--- src/rtl/pwrbtn_ctrl.sv ---
module pwrbtn_ctrl #(
  parameter int unsigned DEB_TICKS  = 2_000_000,
  parameter int unsigned HOLD_TICKS = 500_000_000
) (
  input  logic       clk_i,
  input  logic       rst_ni,
  input  logic       btn_ni,
  input  logic [2:0] pstate_i,
  input  logic       sci_en_i,
  input  logic       btn_en_i,
  input  logic       gsmi_en_i,
  input  logic       stretch_i,
  input  logic       sts_clr_i,
  output logic       smi_o,
  output logic       sci_o,
  output logic       wake_o,
  output logic       force_off_o,
  output logic       sts_o
);
  localparam int DW = $clog2(DEB_TICKS + 1);
  localparam int HW = $clog2(HOLD_TICKS + 1);
  localparam logic [DW-1:0] DEB_LAST  = DW'(DEB_TICKS - 1);
  localparam logic [HW-1:0] HOLD_LAST = HW'(HOLD_TICKS - 1);
  localparam logic [2:0] ST_WORK = 3'd0;
  localparam logic [2:0] ST_S3   = 3'd3;
  localparam logic [2:0] ST_S4   = 3'd4;
  localparam logic [2:0] ST_S5   = 3'd5;
  localparam logic [2:0] ST_OFF  = 3'd7;

  logic [1:0]    sync_q;
  logic          deb_q, fired_q;
  logic [DW-1:0] deb_cnt_q;
  logic [HW-1:0] hold_cnt_q;
  logic smi_q, sci_q, wake_q, off_q, sts_q;

  wire btn_low  = ~sync_q[1];
  wire mech_off = (pstate_i == ST_OFF);
  wire working  = (pstate_i == ST_WORK);
  wire sleeping = (pstate_i == ST_S3) || (pstate_i == ST_S4) || (pstate_i == ST_S5);
  wire hold_ok  = working || (pstate_i == ST_S3) || (pstate_i == ST_S4);
  wire differs  = btn_low != deb_q;
  wire press    = differs && (deb_cnt_q == DEB_LAST) && btn_low && !mech_off;
  wire fire     = deb_q && hold_ok && (hold_cnt_q == HOLD_LAST) && !fired_q;

  always_ff @(posedge clk_i or negedge rst_ni) begin
    if (!rst_ni) sync_q <= 2'b11;
    else         sync_q <= {sync_q[0], btn_ni};
  end

  always_ff @(posedge clk_i or negedge rst_ni) begin
    if (!rst_ni) begin
      deb_q     <= 1'b0;
      deb_cnt_q <= '0;
    end else if (mech_off) begin
      deb_q     <= 1'b0;
      deb_cnt_q <= '0;
    end else if (differs) begin
      if (deb_cnt_q == DEB_LAST) begin
        deb_q     <= btn_low;
        deb_cnt_q <= '0;
      end else begin
        deb_cnt_q <= deb_cnt_q + 1'b1;
      end
    end else begin
      deb_cnt_q <= '0;
    end
  end

  always_ff @(posedge clk_i or negedge rst_ni) begin
    if (!rst_ni) begin
      hold_cnt_q <= '0;
      fired_q    <= 1'b0;
    end else begin
      if (!deb_q || !hold_ok)          hold_cnt_q <= '0;
      else if (hold_cnt_q != HOLD_LAST) hold_cnt_q <= hold_cnt_q + 1'b1;
      if (!deb_q)    fired_q <= 1'b0;
      else if (fire) fired_q <= 1'b1;
    end
  end

  always_ff @(posedge clk_i or negedge rst_ni) begin
    if (!rst_ni) begin
      smi_q  <= 1'b0;
      sci_q  <= 1'b0;
      wake_q <= 1'b0;
      off_q  <= 1'b0;
      sts_q  <= 1'b0;
    end else begin
      sci_q  <= press && working && sci_en_i && btn_en_i;
      smi_q  <= press && working && !sci_en_i && gsmi_en_i;
      wake_q <= press && sleeping && !stretch_i;
      off_q  <= fire;
      if (press)          sts_q <= 1'b1;
      else if (sts_clr_i) sts_q <= 1'b0;
    end
  end

  assign smi_o       = smi_q;
  assign sci_o       = sci_q;
  assign wake_o      = wake_q;
  assign force_off_o = off_q;
  assign sts_o       = sts_q;
endmodule

--- config.mk ---
export PLATFORM = sky130hd
export DESIGN_NAME = pwrbtn_ctrl
export DESIGN_NICKNAME = d
export VERILOG_FILES = /design/src/rtl/pwrbtn_ctrl.sv
export SDC_FILE = /design/constraint.sdc
export NUM_CORES = 1
export LEC_CHECK = 0
export CORE_MARGIN = 5
export CORE_UTILIZATION = 50
export DETAILED_ROUTE_END_ITERATION = 10
export DONT_BUFFER_PORTS = 1
export PLACE_DENSITY = 0.73
export SLEW_MARGIN = 20
export SYNTH_ARGS = -nofsm -noshare
export SYNTH_HDL_FRONTEND = slang
export SYNTH_SLANG_ARGS = --single-unit
--- constraint.sdc ---
create_clock -name clk_i -period 1.75 [get_ports clk_i]
set_input_delay 0.525 -clock clk_i [delete_from_list [all_inputs] [get_ports clk_i]]
set_output_delay 0.525 -clock clk_i [all_outputs]
set_load 0.03 [all_outputs]
======== After elaboration in Yosys (flattened, before gate mapping) ========
Cells that the tools add are included.
cells by class
  eq/ne operators ......................... 9
  $add $sub $neg .......................... 2
  bitwise operators ....................... 1
  reduce and logical (&&, ||, !) cells .... 30
  multiplexer cells ....................... 12
operators with widths
  operator                 number
  $mux W21                 3
  $mux W29                 2
  $add A29 B1 Y29 const B  1
  $eq A29 B29 Y1 const B   1
  $ne A29 B29 Y1 const B   1
  $add A21 B1 Y21 const B  1
  $eq A21 B21 Y1 const B   1
  $logic_and A1 B1 Y1      13
  $eq A3 B3 Y1 const B     3
  $reduce_bool A2 Y1       4
  $mux W1                  7
  $logic_not A1 Y1         6
  $logic_or A1 B1 Y1       5
  $eq A3 B2 Y1 const B     1
  $logic_not A3 Y1         1
  $ne A2 B1 Y1 const B     1
  $reduce_and A2 Y1        1
  $ne A1 B1 Y1             1
  $not A1 Y1               1
word-level totals
  logic and storage cells ................. 64
  input bits .............................. 11
  bits in registers ....................... 59

======== Logic depth before layout (Yosys ltp) ========
Gate-level depths: netlist (run 1).
  depth after elaboration ................. 8
  gate-level depth with buffers ........... 7

======== Least setup slack after synthesis (run 1) ========
No wires, ideal clock.
  path type ............................... reg-to-reg
  from .................................... register hold_cnt_q[21]
  to ...................................... register hold_cnt_q[1]
  setup slack ............................. -0.175 ns
  stages on the path, launching flop included .. 7
  clock period less this slack ............ 1.925 ns
  arrival ................................. 1.794 ns
  cells stage by stage .................... dfrtp_1 or4_4 nor4_4 and3_2 buf_6 mux2i_1 nor2_1
on the way
  cells in the longest elaborated chain, start to end .. 2
RTL lines
  element                       RTL line  RTL
  from (decl)                   33        logic [HW-1:0] hold_cnt_q;
  from (signal assigned)        75        else if (hold_cnt_q != HOLD_LAST) hold_cnt_q <= hold_cnt_q + 1'b1;
  $ne A29 B29 Y1                75
  $reduce_bool A2 Y1 (no line)  --
Every way passes these cells.
A chain may end at the register's enable or synchronous reset.

======== Worst setup path after layout (run 1) ========
  from .................................... register hold_cnt_q[11]
  to ...................................... register hold_cnt_q[6]
The elaborated chain is that of the path after synthesis.

==> impl_metrics.toml, run 1 <==
[synth]
synth_top_cell_by_area = "dfrtp_1"
syn_nets = 315
synth.top_cells.by_area = "dfrtp_1, nor2_1, xor2_1"
synth_edf_count = 0
synth_seq_area_share_pct = 49.8
ys_seq_elements = 59
ys.flop_type = "dfrtp_1"
ys_async_sr_fraction_pct = 100
syn_inst = 302
ys.warnings.count = 0
synth.distinct_cells = 42
synth_top_cell_area_share_pct = 48.0
avgSynthCellArea_um2 = 9.83
syn_area_um2 = 2970
synth_common_cells = "dfrtp_1, nor2_1, xor2_1"
synth.most_common_cell = "dfrtp_1"

[power]
p_per_area_nw_per_um2 = 769
finalPower_mw = 2.84
max-vdd-ir-drop_mv = 0.490
p_leak_nw = 1.59

[final_layout]
insertedDiodeCount = 0
area_growth_pct = 24.4
final.fill_count = 448
fin_nets = 361
drive_above_1_share_pct = 24.4
stdcell_count = 428

[worst_hold_path]
hold_path_class = "in -> async"

[floorplanning]
die_w_um = 87.1
die_h_um = 87.1
initial_utilization_pct = 50.7
num_rows = 28
core_area_um2 = 5850
dieArea_um2 = 7580
io_pins = 16

[detailed_routing]
dr_wl_met3_um = 360
postRouteAntennaNets = 0
top_layer = "met4"
wirelength_um = 6730
wl_met1_um = 3060
num_vias = 2449
wl_per_cell_um = 15.7
viasPerCell = 5.72
drtPass1Iterations = 5
route.detailed.drc = 0
wl_met2_um = 3200
first_iter_violations = 139

[critical_path]
cp_data_required_time_ns = 1.99
cp.arrival_ns = 2.17
end_kind = "flop"
crit_path_max_fanout = 3
r2r-start = "hold_cnt_q[11]"
reg2reg_depth = 6
crit_path_start_kind = "flop"
critPathLaunch = "hold_cnt_q[11]"
r2r_setup_slack_ns = -0.18
critPathKind = "reg -> reg"
endpoint = "hold_cnt_q[6]"
reg2reg_to = "hold_cnt_q[6]"

[outcome]
violations = "negative hold slack, negative setup slack"
status = "finished with violations"

[timing]
rsz0062_at_grt = "yes"
fin_crit_sh_pct = 110
clock_skew_ns = 0.0100
holdWs_ns = -0.120
fmax_mhz = 518
post-route-min-period_ns = 1.93
timing.final.hold_violations = 57
final_max_slew_viol_count = 0
setup_ws_ns = -0.179
relSlewSlack_pct = 60.9
setup_viol = 20
worst_pin_slew_ns = 0.585

[clock_tree]
clock-sinks = 59
insertion_delay_ns = 0.34
path_clk_slew_ns = 0.07
cts_buffer_depth = 2
ctsHtreeMaxLevel = 3
cts_tree = "yes"
cts_buffers = 9
root_buffer = "clkbuf_8"

[global_route]
antenna_found_initial = 0
grt_usage_pct = 18.3
grt_pass1_wl_um = 10900
grt_pass1_vias = 2383
grt_max_degree = 60
grt_overflow = 0

[placement]
io_buffers = 0
place.gp.congestion = 0.861
dp_cells = 408
dp_hpwl_um = 4500

[run]
max-cap-violations = 0
## worst max-delay path, cell delays in order (launching register included)
cell	delay, ns
dfrtp_1	0.38
or4b_4	0.55
nor4_4	0.34
buf_4	0.18
and2_4	0.14
a211oi_2	0.07
nor3_2	0.17
## sequential cells by signal (all words and copies together), names as in the netlist
signal	count
force_off_o	1
smi_o	1
wake_o	1
sci_o	1
fired_q	1
sts_o	1
deb_q	1
deb_cnt_q	21
hold_cnt_q	29
sync_q	2
## power breakdown
group          switching (mW)  total (mW)  leakage [nW]  internal [mW]
Clock                   0.536        1.41         0.113          0.878
Combinational          0.0251      0.0464         0.666         0.0213
Sequential            0.00730        1.38         0.816           1.37
## layer usage
layer  up-vias  GRT usage, %
li1       1153             -
met1      1211          24.6
met2        74          27.8
met3        11          4.07
met4         0          8.92
met5         -             0
## metrics by stage
| stage | instance area (µm²) | TNS (ns) | worst slack (ns) | util, % |
|---|---|---|---|---|
| after global routing | 3690 | -3.14 | -0.227 | 63.1 |
| after floorplan | 2970 | -0.673 | -0.164 | - |
| final | 3690 | -2.20 | -0.179 | 63.1 |
| after detailed placement | 3330 | -1.07 | -0.149 | 57.0 |
| after global placement | 3330 | -0.461 | -0.103 | 57.0 |
| after CTS | 3580 | -1.14 | -0.147 | 61.1 |
## layout make-up
cell class / instances / area (µm²) / share of cell area [%]
Clock inverter: 4 / 72.6 / 1.96
Sequential cell: 59 / 1480 / 40.0
Multi-Input combinational cell: 229 / 1530 / 41.4
Timing Repair Buffer: 43 / 343 / 9.28
Clock buffer: 12 / 155 / 4.20
Inverter: 6 / 22.5 / 0.610
Tap cell: 75 / 93.8 / 2.54
## cell usage in the layout (no fill, tap or decap), types with 4 or more instances in the layout
cell type and n:
nand3_1 20, or3_1 5, buf_4 40, and3_1 5, a21oi_1 7, dfrtp_1 57
xnor2_1 16, nor2_1 55, nor3_1 6, clkbuf_8 11, xor2_1 22, nor3_2 4
inv_1 6, nor4_4 5, nand2_1 20, nand4_1 17, and4_1 5
## worst min-delay path by stage
stage	startpoint	endpoint	slack, ns	cells after the start
floorplan	rst_ni	deb_cnt_q[0]	0.23	0
global placement	rst_ni	deb_cnt_q[10]	0.23	0
detailed placement	rst_ni	deb_cnt_q[7]	0.23	0
CTS	rst_ni	hold_cnt_q[11]	-0.13	0
global route	rst_ni	hold_cnt_q[11]	-0.14	0
finish	rst_ni	hold_cnt_q[11]	-0.12	0
## what timing repair did
item                       CTS  global route
resized for setup            1            16
setup endpoints to repair   14            46
gates cloned                 0             1
hold endpoints to repair    57            57
pin swaps                    2            20
buffers inserted             1             3
## cells by family after synthesis
group,after synthesis,share of synthesized area [%]
multiplexers,1,0.337
adder cells (fa/ha/maj),2,0.843
AND/OR/NAND/NOR,164,30.6
AO/OA/AOI/OAI,22,4.51
flip-flops,59,49.8
buffers and inverters,15,2.40
XOR/XNOR,39,11.5
(Power assumes the default switching activity.)
==> inputs of run 2 (changes only) <==
Settings changed: PLACE_DENSITY 0.73 to 0.68.
==> run 2 against run 1 <==
Against the previous run:
- the run still ends with negative hold slack, negative setup slack left
- combinational power shrank 6.7%
- sequential share of layout area grew 0.16 points
- critical endpoint is now hold_cnt_q[1]
- cell area shrank 0.41%
- wire length shrank 7.0%
- flip-flop and latch count is the same
- register-to-register slack gained 0.05 ns
- critical path depth shrank 1
- die area is the same
- non-clock buffer count grew 3
- fmax grew 2.8%
==> impl_metrics.toml, run 2 (synthesis gave the netlist of run 1 again) <==
[outcome]
status = "finished with violations"
violations = "negative hold slack, negative setup slack"

[placement]
postPlaceCellArea_um2 = 3360
place.gp.congestion = 0.865
io_buffers = 0
pre_cts_ws_ns = -0.110
dp_hpwl_um = 4310
dp_cells = 411

[critical_path]
cp_data_required_time_ns = 1.96
crit_path_start_kind = "flop"
crit_path_max_fanout = 6
critPathSlowestCell = "or4_4"
path_cells = "or4_4 -> nor4_4 -> and3_4 -> mux2i_1 -> nor2_1"
cp.arrival_ns = 2.09
critPathTopFamily = "simple AND/OR/NAND/NOR gates"
end_kind = "flop"
path_buf_inv = 0
critPathKind = "reg -> reg"
cpPeakStageDelay_ns = 0.54

[detailed_routing]
num_vias = 2416
wl_per_cell_um = 14.5
first_iter_violations = 115
route.detailed.drc = 0
drtPass1Iterations = 4
viasPerCell = 5.61
wirelength_um = 6270
postRouteAntennaNets = 0

[final_layout]
layout_commonest_cell = "dfrtp_1"
fin_area_um2 = 3680
area_growth_pct = 23.9
reg_top3 = "hold_cnt_q: 29 flops, deb_cnt_q: 21 flops, sync_q: 2 flops"
seq_area_um2 = 1480
stdcell_count = 431
final.fill_count = 463
drive_above_1_share_pct = 25.8
largest_reg_flops = 29
multi_input_area_um2 = 1520
insertedDiodeCount = 0
fin_nets = 364
mostFrequentLayoutCells = "dfrtp_1, nor2_1, buf_4, xor2_1"
regMostFlops = "hold_cnt_q"

[floorplanning]
die_h_um = 87.1
num_rows = 28
dieArea_um2 = 7580
io_pins = 16
core_area_um2 = 5850
die_w_um = 87.1
initial_utilization_pct = 50.7

[timing]
setup_viol = 16
setup_ws_ns = -0.127
clock_skew_ns = 0.00564
fmax_mhz = 533
timing.final.hold_violations = 57
relSlewSlack_pct = 64.7
rsz0062_at_grt = "yes"
setup_tns_ns = -1.04
worst_pin_slew_ns = 0.527
fin_crit_sh_pct = 107
holdWs_ns = -0.115
post-route-min-period_ns = 1.88
final_max_slew_viol_count = 0

[clock_tree]
cts_buffer_depth = 2
insertion_delay_ns = 0.33
cts_buffers = 9
path_clk_slew_ns = 0.07
ctsHtreeMaxLevel = 3
root_buffer = "clkbuf_8"
clock-sinks = 59
cts_tree = "yes"

[worst_hold_path]
hold_path_class = "in -> async"

[power]
p_per_area_nw_per_um2 = 715
p_leak_nw = 1.56
max-vdd-ir-drop_mv = 0.645

[global_route]
grt_overflow = 0
grt_pass1_wl_um = 10400
grt_pass1_vias = 2257
antenna_found_initial = 0
grt_max_degree = 60
grt_usage_pct = 17.9

[run]
max-cap-violations = 0
==> run 2: changes by cell type in the layout (fill, tap and decap cells not counted), sizes merged <==
cell    change
clkinv      +2
clkbuf      -1
buf         +3
bufinv      -1
==> run 2: per-stage QoR <==
stage	util, %	total power, mW
3_3_place_gp	57.4	1.45
2_1_floorplan	-	1.43
3_5_place_dp	57.4	1.45
4_1_cts	61.1	2.66
5_1_grt	62.9	2.74
6_report	62.9	2.63
==> run 2: report_power, final <==
group          internal, mW  switching, mW  total [mW]  leakage [nW]
registers              1.37        0.00787        1.38         0.816
clock network         0.689          0.518        1.21        0.0991
logic                0.0197         0.0236      0.0433         0.648
total                  2.08          0.549        2.63          1.56
==> run 2: worst paths after layout <==
path	from	endpoint	slack (ns)	cells past startpoint
max	hold_cnt_q[21]	hold_cnt_q[1]	-0.13	5
min	rst_ni	deb_cnt_q[12]	-0.11	0
max reg2reg	hold_cnt_q[21]	hold_cnt_q[1]	-0.13	5
min reg2reg	sync_q[0]	sync_q[1]	0.36	0
max in group asynchronous	rst_ni	sync_q[0]	1.69	0
min in group clk_i	btn_ni	sync_q[0]	0.19	0
==> run 2: per-layer routing <==
layer | share of wire, % | vias to the layer above | GRT usage, %
li1 | - | 1162 | -
met1 | 47 | 1184 | 24.0
met2 | 45 | 62 | 27.6
met3 | 6.2 | 8 | 5.58
met4 | 1.3 | 0 | 5.81
met5 | 0 | - | 0
==> run 2: repair_timing <==
item | 4_1_cts | 5_1_grt
resized for setup | 2 | 16
pin swaps | 6 | 7
endpoints found under the setup margin | 36 | 45
cloned | 0 | 1
endpoints found under the hold margin | 57 | 57
setup buffers | 2 | 1
==> run 2: area by class of cell <==
type | count | area share [%]
tap | 75 | 2.55
clock buffer | 11 | 3.84
multi-input combinational | 229 | 41.4
sequential | 59 | 40.2
timing repair buffer | 46 | 9.93
inverter | 6 | 0.612
clock inverter | 5 | 1.43
